## config.mk

```make
export PLATFORM = sky130hd
export DESIGN_NAME = dual_seq_detect
export DESIGN_NICKNAME = d
export VERILOG_FILES = /design/src/rtl/seqdet_pkg.sv /design/src/rtl/seq_state_reg.sv /design/src/rtl/moore_110_fsm.sv /design/src/rtl/mealy_110_fsm.sv /design/src/rtl/dual_seq_detect.sv
export SDC_FILE = /design/constraint.sdc
export NUM_CORES = 1
export LEC_CHECK = 0
export ABC_AREA = 0
export BUFFER_PORTS_ARGS = -buffer_cell sky130_fd_sc_hd__buf_2
export CAP_MARGIN = 20
export CELL_PAD_IN_SITES_DETAIL_PLACEMENT = 0
export CELL_PAD_IN_SITES_GLOBAL_PLACEMENT = 2
export CORE_AREA = 2 2 39 41
export CTS_CLUSTER_DIAMETER = 50
export DETAILED_ROUTE_END_ITERATION = 8
export DIE_AREA = 0 0 41 43
export PLACE_DENSITY_LB_ADDON = 0.05
export SYNTH_ARGS = -nofsm -noshare
export SYNTH_HDL_FRONTEND = slang
export SYNTH_SLANG_ARGS = --single-unit
export TNS_END_PERCENT = 5
```

## constraint.sdc

```tcl
create_clock -name clk -period 0.8 [get_ports clk]
set_input_delay 0.12 -clock clk [delete_from_list [all_inputs] [get_ports clk]]
set_output_delay 0.12 -clock clk [all_outputs]
set_load 0.03 [all_outputs]
```

## src/rtl/seqdet_pkg.sv

```systemverilog
// Package seqdet_pkg
// Shared state codes for both 1-1-0 detectors.
// Assumes a two-bit state vector for each machine.
package seqdet_pkg;
    localparam int unsigned ST_W = 2;
    typedef logic [ST_W-1:0] st_t;

    // Moore codes
    localparam st_t MO_IDLE  = 2'b00;
    localparam st_t MO_ONE   = 2'b01;
    localparam st_t MO_TWO   = 2'b11;
    localparam st_t MO_FOUND = 2'b10;

    // Mealy codes (10 is not a legal state)
    localparam st_t ME_IDLE  = 2'b00;
    localparam st_t ME_ONE   = 2'b01;
    localparam st_t ME_TWO   = 2'b11;
    localparam st_t ME_BAD   = 2'b10;
endpackage

```

## src/rtl/seq_state_reg.sv

```systemverilog
// Module seq_state_reg
// A generic state register with synchronous active-low reset to a
// parameterised idle code. Assumes a single rising-edge clock.
module seq_state_reg #(
    parameter int unsigned W = 2,
    parameter logic [W-1:0] IDLE = '0
) (
    input  logic         clk,
    input  logic         rst_n,
    input  logic [W-1:0] nxt,
    output logic [W-1:0] cur
);
    // Hold state, or load the idle code when reset is low at the edge.
    always_ff @(posedge clk) begin
        if (!rst_n) cur <= IDLE;
        else        cur <= nxt;
    end
endmodule

```

## src/rtl/moore_110_fsm.sv

```systemverilog
// Module moore_110_fsm
// Moore detector for 1-1-0. The flag is a decode of the state alone.
// Assumes bit_in is stable around the rising clock edge.
module moore_110_fsm
    import seqdet_pkg::*;
(
    input  logic clk,
    input  logic rst_n,
    input  logic bit_in,
    output logic hit,
    output st_t  state
);
    st_t nxt;

    // Next-state selection; overlapping patterns are kept.
    always_comb begin
        unique case (state)
            MO_IDLE:  nxt = bit_in ? MO_ONE : MO_IDLE;
            MO_ONE:   nxt = bit_in ? MO_TWO : MO_IDLE;
            MO_TWO:   nxt = bit_in ? MO_TWO : MO_FOUND;
            MO_FOUND: nxt = bit_in ? MO_ONE : MO_IDLE;
            default:  nxt = MO_IDLE;
        endcase
    end

    seq_state_reg #(.W(ST_W), .IDLE(MO_IDLE)) st_reg_i (
        .clk(clk), .rst_n(rst_n), .nxt(nxt), .cur(state)
    );

    // Flag is high only in the found state.
    always_comb hit = (state == MO_FOUND);
endmodule

```

## src/rtl/mealy_110_fsm.sv

```systemverilog
// Module mealy_110_fsm
// Mealy detector for 1-1-0. The flag depends on state and present input.
// Assumes bit_in settles before the edge; the flag follows it in-cycle.
module mealy_110_fsm
    import seqdet_pkg::*;
(
    input  logic clk,
    input  logic rst_n,
    input  logic bit_in,
    output logic hit,
    output st_t  state
);
    st_t nxt;

    // Low bit tracks the input; high bit is set after two 1s; code 10 recovers.
    always_comb begin
        if (state == ME_BAD) nxt = ME_IDLE;
        else                 nxt = {state[0] & bit_in, bit_in};
    end

    seq_state_reg #(.W(ST_W), .IDLE(ME_IDLE)) st_reg_i (
        .clk(clk), .rst_n(rst_n), .nxt(nxt), .cur(state)
    );

    // Flag: two ones seen and a zero is present now.
    always_comb hit = state[1] & state[0] & ~bit_in;
endmodule

```

## src/rtl/dual_seq_detect.sv

```systemverilog
// Module dual_seq_detect
// Top level: a Moore and a Mealy 1-1-0 detector on one serial input.
// Assumes one clock domain and a synchronous active-low reset.
module dual_seq_detect
    import seqdet_pkg::*;
(
    input  logic       clk,
    input  logic       rst_n,
    input  logic       bit_in,
    output logic       moore_hit,
    output logic       mealy_hit,
    output logic [1:0] moore_state,
    output logic [1:0] mealy_state
);
    moore_110_fsm moore_i (
        .clk(clk), .rst_n(rst_n), .bit_in(bit_in),
        .hit(moore_hit), .state(moore_state)
    );

    mealy_110_fsm mealy_i (
        .clk(clk), .rst_n(rst_n), .bit_in(bit_in),
        .hit(mealy_hit), .state(mealy_state)
    );
endmodule

```

==> summary.md <==
| Metric | Value |
|---|---|
| DRT iter0 DRCs | 0 |
| Die footprint | 1760 um2 |
| Number of global-route vias before repair | 141 |
| Syn-to-layout area delta | 118% |
| Crit-path cells | nand2_4 > nor2_4 > buf_6 |
| DRC Markers | 0 |
| Post-synthesis mux area share | 0% |
| Reg-to-reg endpoint | mealy_i.st_reg_i.cur[0]$_SDFF_PP0_ |
| Hold Path Class | in2reg |
| All-Layer GR Usage | 5.61% |
| Worst Setup Start Kind | flop |
| CTS tree | yes |
| Sequential share of power | 38.6% |
| Worst-Skew Late Latency | 0.24 ns |
| # hold bufs at CTS | 0 |
| Initial antenna violation count | 0 |
| Worst R2R Path Depth | 2 |
| Input/output buffers | 8 |
| R2r startpoint | mealy_i.st_reg_i.cur[1]$_SDFF_PP0_ |
| Tot Pwr | 0.555 mW |
| Register area share after synthesis | 61.5% |
| Final WL | 353 um |
| Crit path time final | 0.966 ns |
| Vias per cell | 2.93 |
| Core area | 1380 um2 |
| Max clock buf depth | 2 |
| Layout cells sized above 1 | 80.8% |
| Post-Syn Area | 130 um2 |
| Cts bufs inserted | 3 |
| I/O pin count | 9 |
| Sw Share | 24.8% |
| Final core utilization | 20.5% |
| Adder-cell share of the synthesized area | 0% |
| Row count | 14 |
| Fill count | 152 |
| Clock Sinks | 4 |
| Compound-Gate Fraction of Synth Area | 14.4% |
| Switching power | 0.138 mW |
| Skew final | 0.0000368 ns |
| Hold slack final | 0.137 ns |
| Die Ht | 43 um |
| Failing checks | negative setup slack |
| Internal | 0.417 mW |
| Worst path buffer plus inverter count | 1 |
| CP startpoint | mealy_i.st_reg_i.cur[1]$_SDFF_PP0_ |
| CP Class | reg2out |
| CP peak stage delay | 0.36 ns |
| Max-slew headroom | 89.8% |
| Worst Tran Pin Value | 0.155 ns |
| Critical path required time | 0.68 ns |
| Main combinational cell family by area after synthesis | simple AND/OR/NAND/NOR gates |
| Leak | 0.146 nW |
| Synth Area in Simple Gates | 18.3% |
| Outcome | finished with violations |
| Power per cell area | 1950 nW/um2 |
| Setup ws final | -0.166 ns |
| Max_cap viols | 0 |
| CTS Root Cell | clkbuf_4 |
| Routed vias | 123 |
| Detailed Place HPWL | 261 um |
| H-tree depth | 1 |
| Hold path startpoint | rst_n |
| VDD IR max | 0.451 mV |
| First-pass GRT wire length | 565 um |
| ANT cells | 0 |
| CP Data Arrival Time | 0.85 ns |
| Clock Power Share | 50.3% |
| Antenna-violating nets left | 0 |
| Number of synthesized register bits | 4 |
| Comb power frac | 11.1% |
| GR Overflow Total | 0 |
| Final worst path period share | 121% |
| WHS Endpoint | moore_i.st_reg_i.cur[1]$_SDFF_PN0_ |
| Endpoints failing hold | 0 |
| Post-DR wirelength/cell | 8.40 um |
| R2r setup slk | 0.15 ns |
| Maximum clock frequency | 1040 MHz |
| Final GP Congestion | 0.566 |
| Syn nets | 16 |
| Die W | 41 um |
| Mapped Cells | 13 |
| Post-synthesis xor/xnor area fraction | 0% |
| CP Max Fanout | 3 |
| Crit path max-delay cell type | dfxtp_4 |
| Unrepaired setup endpoints after global routing | yes |
| Largest net degree at the start of global routing | 4 |
| WHS Path Cells | 2 |
| Most frequent cells in the layout | buf_2, buf_6, clkbuf_4, dfxtp_4, inv_1 |
| Yosys warning total | 0 |
| Initial Util | 9.40% |
| Mean Syn Cell Area | 10.0 um2 |
| Clk slew on worst S/H paths | 0.05 ns |
| Crit-path leading delay family | flip-flops |
| Final Max Slew Viols | 0 |
| DRT Pass-1 Iters | 1 |
| Final-stage net count | 30 |
| Final setup violation count | 6 |
| Synth unique cells | 8 |
| Setup crit end kind | output port |
## power groups by stage
stage	registers [mW]	clock network, mW	logic (mW)
floorplan	0.233	0	0.0155
global placement	0.217	0	0.0538
detailed placement	0.217	0	0.0531
CTS	0.215	0.297	0.0626
global route	0.216	0.323	0.0665
finish	0.214	0.279	0.0615
## worst max path at each step
| stage | endpoint | slack, ns | cells past startpoint |
|---|---|---|---|
| 2_1_floorplan | moore_hit | -0.002 | 1 |
| 6_report | mealy_hit | -0.17 | 3 |
| 3_3_place_gp | mealy_hit | 0.007 | 3 |
| 5_1_grt | mealy_hit | -0.22 | 3 |
| 3_5_place_dp | mealy_hit | 0.006 | 3 |
| 4_1_cts | mealy_hit | -0.18 | 3 |
## logic make-up after synthesis
kind of cell | Yosys count
buf+inv | 2
flops | 4
compound gates | 2
simple gates | 5
## per-stage QoR
stage,worst slack [ns],cells,setup TNS [ns],instance area [um2]
after floorplan,-0.00222,13,-0.00222,156
after global placement,0.00737,37,0,216
after detailed placement,0.00624,37,0,216
after CTS,-0.184,42,-0.674,284
after global routing,-0.216,42,-0.831,284
final,-0.166,42,-0.584,284
## synth_stat cells
library cell / n / area, um2
a21oi_2: 1 / 8.76
dfxtp_1: 4 / 80.1
inv_1: 2 / 7.51
nand2_1: 1 / 3.75
nand2_2: 1 / 6.26
nor2_1: 2 / 7.51
nor2b_1: 1 / 6.26
o211a_1: 1 / 10.0
## state kept, by name, indices dropped and copies added, names as in the netlist
signal,cells
mealy_i.st_reg_i.cur,2
moore_i.st_reg_i.cur,2
## timing repair
action	4_1_cts	5_1_grt
gates resized for setup	11	0
buffers inserted	1	0
pin swaps	1	0
endpoints found under the setup margin	6	6
## routing by layer
layer,routed length [um],track usage (%),vias up
met2,146,5.31,5
met3,43,3.66,0
met1,163,6.37,52
li1,-,-,66
met4,0,8.00,0
met5,0,0,-
## cell type report
class	count	area (um2)	area share, %
Clock buffer	4	26.3	9.25
Inverter	2	7.51	2.64
Timing Repair Buffer	9	72.6	25.6
Sequential cell	4	92.6	32.6
Tap cell	16	20.0	7.05
Multi-Input combinational cell	7	65.1	22.9
(Power assumes the default switching activity.)
